### config.mk
export PLATFORM = sky130hd
export DESIGN_NAME = acc_alu
export DESIGN_NICKNAME = d
export VERILOG_FILES = /design/src/rtl/acc_alu_pkg.sv /design/src/rtl/acc_alu_opfmt.sv /design/src/rtl/acc_alu_core.sv /design/src/rtl/acc_alu.sv
export SDC_FILE = /design/constraint.sdc
export NUM_CORES = 1
export LEC_CHECK = 0
export BUFFER_PORTS_ARGS = -buffer_cell sky130_fd_sc_hd__buf_2
export CORE_MARGIN = 4
export CORE_UTILIZATION = 61
export DETAILED_ROUTE_END_ITERATION = 16
export HOLD_SLACK_MARGIN = 0.05
export PLACE_DENSITY = 0.79
export SLEW_MARGIN = 20
export SYNTH_ARGS = -nofsm -noshare
export SYNTH_HDL_FRONTEND = slang
export SYNTH_SLANG_ARGS = --single-unit
### constraint.sdc
create_clock -name clk -period 7.4 [get_ports clk]
set_input_delay 1.48 -clock clk [delete_from_list [all_inputs] [get_ports clk]]
set_output_delay 1.48 -clock clk [all_outputs]
set_load 0.02 [all_outputs]
### src/rtl/acc_alu_pkg.sv
// Package: shared encodings for the accumulator ALU.
// Assumes nothing beyond the widths fixed by the users of these types.
package acc_alu_pkg;

    typedef enum logic [2:0] {
        OP_ADD = 3'd0,
        OP_SUB = 3'd1,
        OP_AND = 3'd2,
        OP_OR  = 3'd3,
        OP_XOR = 3'd4
    } alu_op_e;

    typedef enum logic [1:0] {
        BS_ACC  = 2'd0,
        BS_PROD = 2'd1,
        BS_IMMH = 2'd2,
        BS_IMML = 2'd3
    } bsrc_e;

    typedef struct packed {
        logic n;
        logic z;
        logic v32;
        logic v36;
    } alu_flags_t;

endpackage

### src/rtl/acc_alu_opfmt.sv
// Module: second-operand shaper. Widens the selected operand to the
// accumulator width: sign-extends products, aligns immediates to the upper or
// lower half, and picks the zero or one fill from the operation (ones for AND).
// Assumes PROD_W == 2*IMM_W and ACC_W > PROD_W.
module acc_alu_opfmt
    import acc_alu_pkg::*;
#(
    parameter int ACC_W  = 36,
    parameter int PROD_W = 32,
    parameter int IMM_W  = 16
) (
    input  bsrc_e              bsrc,
    input  logic               is_and,
    input  logic [ACC_W-1:0]   acc_t,
    input  logic [PROD_W-1:0]  prod,
    input  logic [IMM_W-1:0]   imm,
    output logic [ACC_W-1:0]   b_opnd
);
    localparam int GUARD_W = ACC_W - PROD_W;
    localparam int LOFILL_W = PROD_W - IMM_W;
    localparam int HIFILL_W = ACC_W - IMM_W;

    logic [LOFILL_W-1:0] lo_fill;
    logic [HIFILL_W-1:0] hi_fill;

    // fill patterns for the unused immediate bits
    always_comb begin
        lo_fill = {LOFILL_W{is_and}};
        hi_fill = {HIFILL_W{is_and}};
    end

    // select and widen the operand
    always_comb begin
        unique case (bsrc)
            BS_ACC:  b_opnd = acc_t;
            BS_PROD: b_opnd = {{GUARD_W{prod[PROD_W-1]}}, prod};
            BS_IMMH: b_opnd = {{GUARD_W{imm[IMM_W-1]}}, imm, lo_fill};
            default: b_opnd = {hi_fill, imm};
        endcase
    end

endmodule

### src/rtl/acc_alu_core.sv
// Module: combinational 36-bit arithmetic/logic stage with condition flags.
// Assumes a legal opcode; flags describe the full-width result.
module acc_alu_core
    import acc_alu_pkg::*;
#(
    parameter int ACC_W  = 36,
    parameter int PROD_W = 32
) (
    input  alu_op_e            op,
    input  logic [ACC_W-1:0]   a,
    input  logic [ACC_W-1:0]   b,
    output logic [ACC_W-1:0]   res,
    output alu_flags_t         flg
);
    localparam int MSB = ACC_W - 1;
    localparam int V32_LSB = PROD_W - 1;

    logic [ACC_W-1:0] sum, dif;
    logic [ACC_W-1-V32_LSB:0] top_bits;

    // both arithmetic results are formed in parallel
    always_comb begin
        sum = a + b;
        dif = a - b;
    end

    // result selection
    always_comb begin
        unique case (op)
            OP_ADD:  res = sum;
            OP_SUB:  res = dif;
            OP_AND:  res = a & b;
            OP_OR:   res = a | b;
            default: res = a ^ b;
        endcase
    end

    // flag derivation from result and operand signs
    always_comb begin
        top_bits = res[MSB:V32_LSB];
        flg.n    = res[MSB];
        flg.z    = ~|res;
        flg.v32  = ~((&top_bits) | ~(|top_bits));
        unique case (op)
            OP_ADD:  flg.v36 = (a[MSB] == b[MSB]) && (res[MSB] != a[MSB]);
            OP_SUB:  flg.v36 = (a[MSB] != b[MSB]) && (res[MSB] != a[MSB]);
            default: flg.v36 = 1'b0;
        endcase
    end

endmodule

### src/rtl/acc_alu.sv
// Module: accumulator ALU top. Holds the accumulator file and the flags,
// issues one- and two-cycle operations, and merges load-port writes.
// Assumes operation requests arriving during busy are dropped by design.
module acc_alu
    import acc_alu_pkg::*;
#(
    parameter int ACC_W  = 36,
    parameter int PROD_W = 32,
    parameter int IMM_W  = 16,
    parameter int NACC   = 2,
    localparam int AW    = (NACC > 1) ? $clog2(NACC) : 1
) (
    input  logic              clk,
    input  logic              rst_n,
    input  logic              op_valid,
    input  logic [2:0]        op_code,
    input  logic [AW-1:0]     op_src,
    input  logic [AW-1:0]     op_tsel,
    input  logic [AW-1:0]     op_dst,
    input  logic [1:0]        op_bsrc,
    input  logic              op_cmp,
    input  logic [IMM_W-1:0]  op_imm,
    input  logic [PROD_W-1:0] prod,
    input  logic              ld_en,
    input  logic [AW-1:0]     ld_sel,
    input  logic [ACC_W-1:0]  ld_data,
    input  logic [AW-1:0]     rd_sel,
    output logic [ACC_W-1:0]  rd_data,
    output logic              busy,
    output logic              done,
    output logic              flag_n,
    output logic              flag_z,
    output logic              flag_v32,
    output logic              flag_v36
);
    logic [NACC-1:0][ACC_W-1:0] acc_q;
    alu_flags_t flags_q;
    logic busy_q, done_q;

    // staged result of a two-cycle immediate operation
    logic [ACC_W-1:0] stg_res;
    alu_flags_t       stg_flg;
    logic [AW-1:0]    stg_dst;
    logic             stg_cmp, stg_logic;

    alu_op_e          op_e;
    logic             op_legal, issue, imm_form, op_logic;
    logic [ACC_W-1:0] a_val, t_val, b_val, live_res;
    alu_flags_t       live_flg;

    // commit selection
    logic             commit_now, commit_wr, c_logic;
    logic [ACC_W-1:0] c_res;
    alu_flags_t       c_flg;
    logic [AW-1:0]    c_dst;

    // decode of the request
    always_comb begin
        op_e     = alu_op_e'(op_code);
        op_legal = (op_code <= 3'(OP_XOR));
        imm_form = op_bsrc[1];
        issue    = op_valid && !busy_q && op_legal;
        op_logic = (op_e == OP_AND) || (op_e == OP_OR) || (op_e == OP_XOR);
        a_val    = acc_q[op_src];
        t_val    = acc_q[op_tsel];
    end

    acc_alu_opfmt #(.ACC_W(ACC_W), .PROD_W(PROD_W), .IMM_W(IMM_W)) u_opfmt (
        .bsrc   (bsrc_e'(op_bsrc)),
        .is_and (op_e == OP_AND),
        .acc_t  (t_val),
        .prod   (prod),
        .imm    (op_imm),
        .b_opnd (b_val)
    );

    acc_alu_core #(.ACC_W(ACC_W), .PROD_W(PROD_W)) u_core (
        .op  (op_e),
        .a   (a_val),
        .b   (b_val),
        .res (live_res),
        .flg (live_flg)
    );

    // choose between a staged immediate result and a live register result
    always_comb begin
        commit_now = busy_q || (issue && !imm_form);
        if (busy_q) begin
            c_res   = stg_res;
            c_flg   = stg_flg;
            c_dst   = stg_dst;
            c_logic = stg_logic;
            commit_wr = !stg_cmp;
        end else begin
            c_res   = live_res;
            c_flg   = live_flg;
            c_dst   = op_dst;
            c_logic = op_logic;
            commit_wr = commit_now && !op_cmp;
        end
    end

    // sequencing: busy, done and the immediate stage
    always_ff @(posedge clk) begin
        if (!rst_n) begin
            busy_q    <= 1'b0;
            done_q    <= 1'b0;
            stg_res   <= '0;
            stg_flg   <= '0;
            stg_dst   <= '0;
            stg_cmp   <= 1'b0;
            stg_logic <= 1'b0;
        end else begin
            busy_q <= issue && imm_form;
            done_q <= commit_now;
            if (issue && imm_form) begin
                stg_res   <= live_res;
                stg_flg   <= live_flg;
                stg_dst   <= op_dst;
                stg_cmp   <= op_cmp;
                stg_logic <= op_logic;
            end
        end
    end

    // condition flags update on completion
    always_ff @(posedge clk) begin
        if (!rst_n)          flags_q <= '0;
        else if (commit_now) flags_q <= c_flg;
    end

    // accumulator file: ALU write has priority over the load port
    for (genvar gi = 0; gi < NACC; gi++) begin : g_acc
        always_ff @(posedge clk) begin
            if (!rst_n)
                acc_q[gi] <= '0;
            else if (commit_wr && (c_dst == AW'(gi)))
                acc_q[gi] <= c_res;
            else if (ld_en && (ld_sel == AW'(gi)))
                acc_q[gi] <= ld_data;
        end
    end

    assign rd_data  = acc_q[rd_sel];
    assign busy     = busy_q;
    assign done     = done_q;
    assign flag_n   = flags_q.n;
    assign flag_z   = flags_q.z;
    assign flag_v32 = flags_q.v32;
    assign flag_v36 = flags_q.v36;

    // the extra cycle of an immediate operation lasts exactly one cycle
    a_r5_busy_single: assert property (@(posedge clk) disable iff (!rst_n)
        busy_q |=> !busy_q);

    // completion follows the busy cycle
    a_r5_done_after_busy: assert property (@(posedge clk) disable iff (!rst_n)
        busy_q |=> done_q);

    // compare/test completion leaves the accumulators untouched
    a_r6_cmp_no_write: assert property (@(posedge clk) disable iff (!rst_n)
        (commit_now && !commit_wr && !ld_en) |=> $stable(acc_q));

    // negative flag agrees with the written accumulator's sign bit
    a_r7_n_matches_acc: assert property (@(posedge clk) disable iff (!rst_n)
        commit_wr |=> (flags_q.n == acc_q[$past(c_dst)][ACC_W-1]));

    // logical operations leave the 36-bit overflow clear
    a_r9_logic_no_v36: assert property (@(posedge clk) disable iff (!rst_n)
        (commit_now && c_logic) |=> !flags_q.v36);

    // illegal opcodes start nothing
    a_r11_bad_op_idle: assert property (@(posedge clk) disable iff (!rst_n)
        (op_valid && !busy_q && !op_legal) |=> (!busy_q && !done_q));

endmodule

==> flow_summary_export.csv, run 1 <==
group,metric,value,unit
min_path,min_path_cells,2,
timing,hold-worst-slack,0.455,ns
setup_path,reg2reg_slack,1.47,ns
die,io_pins,141,
timing,rsz0062_at_grt,"false",
cts,cts_tree,"yes",
logic_synthesis,synth_area_leaders,"dfxtp_1 18%, ha_1 11%, mux2i_1 8.5%, nor2_1 5.2%, mux2_2 5.0%",
cts,postCtsHoldBufs,0,
logic_synthesis,yosysUniqueCellTypes,98,
logic_synthesis,avgSynthCellArea,7.55,um^2
detailed_routing,vias,14200,
min_path,hold_class,"reg -> reg",
setup_path,r2r_start,"acc_q[36]",
final_layout,n_antenna_cell,0,
global_route,grt_pass1_wl,74000,um
final_layout,largestRegisters,"acc_q: 72 flops, stg_res: 36 flops, stg_flg: 3 flops",
power,p_total,2.71,mW
timing,setup_viol,0,
power,leakage,6.67,nW
logic_synthesis,synthDominantCellAreaShare,18.5,%
setup_path,critPathTopFamily,"simple AND/OR/NAND/NOR gates",
placement,place_congestion,0.974,
logic_synthesis,synth_enable_flop_cells,0,
power,power_frac_seq,27.0,%
final_layout,drive_gt1_share,18.2,%
final_layout,finish.instance_area,14500,um^2
timing,fin_crit_sh,95.2,%
status,status,"completed",
final_layout,fin_nets,2006,
timing,finalHoldViolCount,0,
power,swShare,39.0,%
logic_synthesis,ys_async_sr_fraction,0,%
final_layout,num-fill-cells,1735,
cts,cts_setup_buffers,0,
global_route,antenna_found_initial,0,
power,peakVddDrop,187,uV
setup_path,cp_cell_sequence,"buf_2 -> mux2_2 -> mux4_2 -> inv_1 -> ha_1 -> nand2_1 -> nor2_1 -> and4_1 -> nand3_1 -> o31a_1 -> xnor2_1 -> ha_1 -> a21oi_1 -> nand2_1 -> o31a_1 -> inv_1 -> a31oi_1 -> xor2_1 -> a222oi_1 -> or4b_1 -> or4_1 -> o32ai_2",
setup_path,cp.arrival,7.37,ns
setup_path,end_kind,"register",
die,rows,52,
logic_synthesis,synth_top_area_cell,"dfxtp_1",
placement,port_buffers,140,
detailed_routing,drtIter0Drc,1697,
logic_synthesis,syn-cell-area,12900,um^2
detailed_routing,wl,48900,um
detailed_routing,ant_nets,0,
logic_synthesis,ys_ff_latch,119,
final_layout,final_cell_mix,"178 x nor2_1, 162 x nand2_1, 140 x buf_2",
die,initial_core_util,62.9,%
timing,relSlewSlack,27.9,%
power,p_int,1.65,mW
placement,pre_cts_slack,-0.0189,ns
logic_synthesis,syn-num-nets,1917,
global_route,grt_pass1_vias,13000,
detailed_routing,dr.pass1.iters,5,
placement,place_area,13900,um^2
timing,fin_crit,7.04,ns
detailed_routing,vias_per_cell,6.83,
final_layout,top_register,"acc_q",
global_route,grt_overflow,0,
power,comb_power_share,40.0,%
die,core_area,20500,um^2
setup_path,worstPathRequired,7.73,ns
setup_path,cp_max_fo,14,
logic_synthesis,syn_inst,1708,
setup_path,critPathBufInv,3,
final_layout,synthToLayoutAreaGrowth,12.5,%
logic_synthesis,yosys_warnings,0,
cts,cts_made_buffers,17,
timing,worst_pin_slew,1.08,ns
setup_path,ff2ff_path_depth,21,
cts,clkTransAtPathRegs,0.06,ns
die,fp.dieW,153,um
timing,maxSlewViolCount,0,
timing,finClkSkew,0.0128,ns
detailed_routing,wl_per_cell,23.5,um
die,dieArea,23500,um^2
die,die_h,153,um
cts,clkLatencyLatePin,0.42,ns
power,p_clk_share,33.1,%
power,power_density,187,nW/um^2
setup_path,critPathLaunchType,"input pin",
cts,cts_resized,0,
final_layout,largest_reg_flops,72,
min_path,min_from,"stg_res[22]",
cts,cts.sinks,119,
final_layout,fin_util,70.8,%
placement,dp.final_hpwl,36100,um
setup_path,cpPeakStageDelay,0.56,ns
logic_synthesis,yosysSeqAreaShare,18.5,%
timing,fmax,142,MHz
global_route,grt_start_max_net_pins,96,
flow_run,maxCapViolCount,0,
final_layout,final_common_cell,"nor2_1",
cts,clockRootBuffer,"clkbuf_16",
global_route,grt.total_usage,39.3,%
detailed_routing,drc_errors,0,
setup_path,r2r-end,"flag_z",
min_path,holdPathEnd,"stg_res[22]",
timing,finalWorstSetupSlack,0.356,ns
setup_path,critPathSlowestCell,"or4_1",
setup_path,worstSetupPathType,"in -> reg",
cts,ctsLongestPathBuffers,2,
logic_synthesis,ys.flop_type,"dfxtp_1",
power,p_switching,1.06,mW
cts,htreeDepth,4,
==> per-stage QoR <==
step                      std cells  setup TNS, ns
after global routing           2080              0
after detailed placement       2047        -0.0189
after CTS                      2079              0
after floorplan                1708              0
after global placement         2047              0
final                          2080              0
==> worst register-to-register path, delay by kind of cell (launching register included) <==
family,cells,cell delay [ns]
muxes,2,0.83
buffers and inverters,2,0.19
and+or+nand+nor,7,2.07
AOI/OAI and AO/OA,6,1.50
DFF,1,0.37
adders and majority gates,2,0.55
xor gates and xnor gates,2,0.33
==> layout make-up <==
type	instances	area (um^2)	area share (%)
multi-input cells	1364	9680	66.7
repair buffers	192	1100	7.57
clock inverters	14	199	1.37
inverters	103	388	2.67
well taps	270	338	2.33
flip-flops and latches	119	2380	16.4
clock buffers	18	429	2.96
==> logic make-up (layout without fill, tap and decap cells) <==
kind of cell / Yosys count / count (layout) / share of synthesized area [%]
AO/OA/AOI/OAI: 483 / 483 / 25.3
XOR/XNOR: 45 / 45 / 3.11
AND/OR/NAND/NOR: 547 / 547 / 20.0
flip-flops: 119 / 119 / 18.5
buffers and inverters: 225 / 327 / 6.89
adder cells (fa/ha/maj): 110 / 110 / 10.7
multiplexers: 179 / 179 / 15.5
==> synthesized netlist by cell type, types with 25 or more instances <==
master,count
a211oi_1,85
a21oi_1,116
a311oi_1,25
clkbuf_1,93
dfxtp_1,119
ha_1,109
inv_1,99
mux2_2,57
mux2i_1,109
nand2_1,162
nand3_1,50
nor2_1,179
o21ai_0,83
xnor2_1,40
==> how the worst max path moves through the flow <==
stage                       start      to  slack, ns  cells after the start
final                     op_tsel  flag_z       0.36                     22
after global routing      op_tsel  flag_z      0.005                     21
after CTS                 op_tsel  flag_z       0.39                     23
after detailed placement  op_tsel  flag_z      -0.02                     23
after global placement    op_tsel  flag_z       0.12                     19
after floorplan           op_tsel  flag_z       0.82                     20
==> power groups by stage <==
stage | combinational, mW | clock [mW] | sequential (mW)
floorplan | 0.730 | 0 | 0.725
global placement | 1.03 | 0 | 0.740
detailed placement | 1.04 | 0 | 0.741
CTS | 1.05 | 0.893 | 0.729
global route | 1.16 | 0.926 | 0.735
finish | 1.08 | 0.896 | 0.731
==> metal layers <==
layer	wire (um)	part of all wire [%]	vias up	GRT usage (%)
li1	-	-	6437	-
met1	18000	37	6593	48.2
met2	22800	47	951	65.8
met3	4380	9.0	233	5.29
met4	3750	7.7	0	23.3
met5	0	0	-	0
No activity file was read; power rests on OpenSTA's default activity.
==> run 2, diff against run 1 <==
--- a/config.mk
+++ b/config.mk
@@ -5,12 +5,14 @@
 export SDC_FILE = /design/constraint.sdc
 export NUM_CORES = 1
 export LEC_CHECK = 0
+export ABC_AREA = 1
 export BUFFER_PORTS_ARGS = -buffer_cell sky130_fd_sc_hd__buf_2
 export CORE_MARGIN = 4
 export CORE_UTILIZATION = 61
 export DETAILED_ROUTE_END_ITERATION = 16
 export HOLD_SLACK_MARGIN = 0.05
 export PLACE_DENSITY = 0.79
+export SETUP_SLACK_MARGIN = 0.4
 export SLEW_MARGIN = 20
 export SYNTH_ARGS = -nofsm -noshare
 export SYNTH_HDL_FRONTEND = slang
==> run 2 against run 1 <==
  * Clock power down 2%
  * Clock skew down 0.0056 ns
  * Power up 3.1%
  * Die area up 3.2%
  * Combinational power up 10%
  * Synthesized area up 3.3%
  * Final cell count up 28%
  * Critical path type unchanged
  * Largest power group unchanged
  * Highest routed layer unchanged
==> flow_summary_export.csv, run 2 <==
group,metric,value,unit
flow_run,maxCapViolCount,0,
timing,fin_crit_sh,87.1,%
cts,cts_setup_buffers,0,
power,power_density,190,nW/um^2
global_route,grt_start_max_net_pins,73,
setup_path,end_kind,"register",
placement,place_congestion,1.02,
setup_path,cp_max_fo,36,
cts,htreeDepth,4,
cts,clockRootBuffer,"clkbuf_16",
logic_synthesis,syn-num-nets,2516,
global_route,antenna_found_initial,0,
final_layout,final_common_cell,"nand2_1",
detailed_routing,drtIter0Drc,2661,
timing,finalHoldViolCount,0,
placement,port_buffers,140,
logic_synthesis,ys.flop_type,"dfxtp_1",
setup_path,worstSetupPathType,"in -> reg",
timing,relSlewSlack,26.0,%
cts,ctsLongestPathBuffers,2,
die,io_pins,141,
final_layout,layoutNonFillerInstCount,2665,
min_path,min_path_cells,2,
die,fp.dieW,156,um
placement,dp.final_hpwl,38700,um
timing,fin_crit,6.45,ns
logic_synthesis,synth_area_leaders,"nand2_1 18%, dfxtp_1 18%, inv_1 11%, o21ai_0 10%, ha_1 10%",
timing,finalWorstSetupSlack,0.954,ns
detailed_routing,wl_per_cell,19.3,um
logic_synthesis,ys_async_sr_fraction,0,%
final_layout,largest_reg_flops,72,
detailed_routing,drc_errors,0,
timing,setup_tns,0,ns
timing,rsz0062_at_grt,"false",
setup_path,critPathLaunchType,"input pin",
final_layout,synthToLayoutAreaGrowth,10.1,%
logic_synthesis,yosysMostFrequentCell,"nand2_1",
final_layout,top_register,"acc_q",
logic_synthesis,synth_top_area_cell,"nand2_1",
power,p_total,2.80,mW
die,rows,53,
global_route,grt.total_usage,41.0,%
logic_synthesis,yosysUniqueCellTypes,50,
logic_synthesis,yosysSeqAreaShare,17.9,%
logic_synthesis,synthDominantCellAreaShare,18.4,%
detailed_routing,ant_nets,0,
cts,postCtsHoldBufs,0,
die,die_h,156,um
placement,pre_cts_slack,0.872,ns
cts,cts_tree,"yes",
detailed_routing,dr.pass1.iters,8,
setup_path,ff2ff_path_depth,34,
cts,clkTransAtPathRegs,0.05,ns
detailed_routing,wl,51600,um
setup_path,worstPathRequired,7.75,ns
setup_path,cpMostUsedCell,"nor2_1",
final_layout,drive_gt1_share,11.2,%
timing,finClkSkew,0.00721,ns
logic_synthesis,synth_enable_flop_cells,0,
setup_path,critPathSlowestCell,"nor2_4",
min_path,hold_class,"reg -> reg",
cts,clkLatencyLatePin,0.42,ns
setup_path,cpPeakStageDelay,0.72,ns
placement,dp.cells,2634,
final_layout,num-fill-cells,1856,
global_route,grt_pass1_wl,79300,um
detailed_routing,vias,16300,
cts,cts_made_buffers,17,
die,initial_core_util,62.6,%
logic_synthesis,synth_top_cells_by_count,"653 x nand2_1, 384 x inv_1, 274 x o21ai_0, 135 x nand3_1, 134 x nor2_1",
timing,maxSlewViolCount,0,
final_layout,register_area,2380,um^2
final_layout,multi_input_area,9010,um^2
timing,fmax,155,MHz
logic_synthesis,yosys_warnings,0,
die,dieArea,24300,um^2
final_layout,n_antenna_cell,0,
status,status,"completed",
timing,worst_pin_slew,1.11,ns
setup_path,cp.arrival,6.79,ns
cts,cts_resized,0,
final_layout,final_cell_mix,"653 x nand2_1, 383 x inv_1, 274 x o21ai_0",
final_layout,largestRegisters,"acc_q: 72 flops, stg_res: 36 flops, stg_flg: 3 flops",
final_layout,fin_nets,2587,
logic_synthesis,ys_ff_latch,119,
global_route,grt_pass1_vias,14700,
logic_synthesis,avgSynthCellArea,5.78,um^2
timing,setup_viol,0,
die,core_area,21300,um^2
detailed_routing,vias_per_cell,6.10,
power,leakage,7.83,nW
cts,cts.sinks,119,
logic_synthesis,syn_inst,2307,
global_route,grt_overflow,0,
logic_synthesis,syn-cell-area,13300,um^2
power,peakVddDrop,244,uV
## run 2: changes by cell type in the layout (fill, tap and decap cells not counted), moves of 57 or more
cell / previous run / this run
a211oi_1: 85 / 1
nand2_1: 162 / 653
inv_1: 98 / 383
mux2i_1: 109 / 0
o21ai_0: 83 / 274
nand3_1: 50 / 135
mux2_2: 57 / 0
## run 2: metal layers
| layer | share of wire, % | vias up | GRT usage [%] |
|---|---|---|---|
| met5 | 0 | - | 0 |
| met4 | 4.8 | 0 | 13.2 |
| met3 | 12 | 271 | 6.88 |
| met2 | 43 | 1197 | 66.0 |
| met1 | 40 | 7264 | 56.0 |
| li1 | - | 7534 | - |
## run 2: kinds of logic (layout without fill, tap and decap cells)
group,count (synthesis),after routing,share of synthesized area [%]
simple gates,1039,1039,33.7
compound gates,505,505,21.2
fa+ha+maj,110,110,10.4
buf+inv,500,583,14.6
xor+xnor,34,34,2.23
flops,119,119,17.9
## run 2: cell type report
cell class	count	area share, %
Multi-Input combinational cell	1688	61.4
Clock inverter	9	1.01
Clock buffer	22	3.23
Sequential cell	119	16.2
Inverter	393	10.1
Timing Repair Buffer	159	5.76
Tap cell	275	2.34
## run 2: stage by stage
| stage | util, % | area, um^2 | hold slack [ns] |
|---|---|---|---|
| after CTS | 69.0 | 14700 | 0.466 |
| after global placement | 66.0 | 14100 | 0.451 |
| after detailed placement | 66.0 | 14100 | 0.452 |
| after floorplan | - | 13300 | 0.435 |
| after global routing | 69.0 | 14700 | 0.495 |
| final | 69.0 | 14700 | 0.466 |
## run 2: final timing paths
check | startpoint | to | slack (ns)
max | op_bsrc[1] | flag_z | 0.95
min | stg_dst | stg_dst | 0.47
min reg2reg | stg_dst | stg_dst | 0.47
max reg2reg | acc_q[37] | stg_flg[1] | 2.38
## run 2: critical path: cells and delay by family
family	cells	cell delay, ns
AO/OA/AOI/OAI	2	0.32
adder cells (fa/ha/maj)	2	0.54
XOR/XNOR	1	0.15
AND/OR/NAND/NOR	20	3.65
buffers and inverters	5	0.64
## run 2: power breakdown
part | total (mW) | switching [mW] | internal (mW)
Sequential | 0.725 | 0.0367 | 0.688
Combinational | 1.19 | 0.835 | 0.355
Clock | 0.881 | 0.296 | 0.585
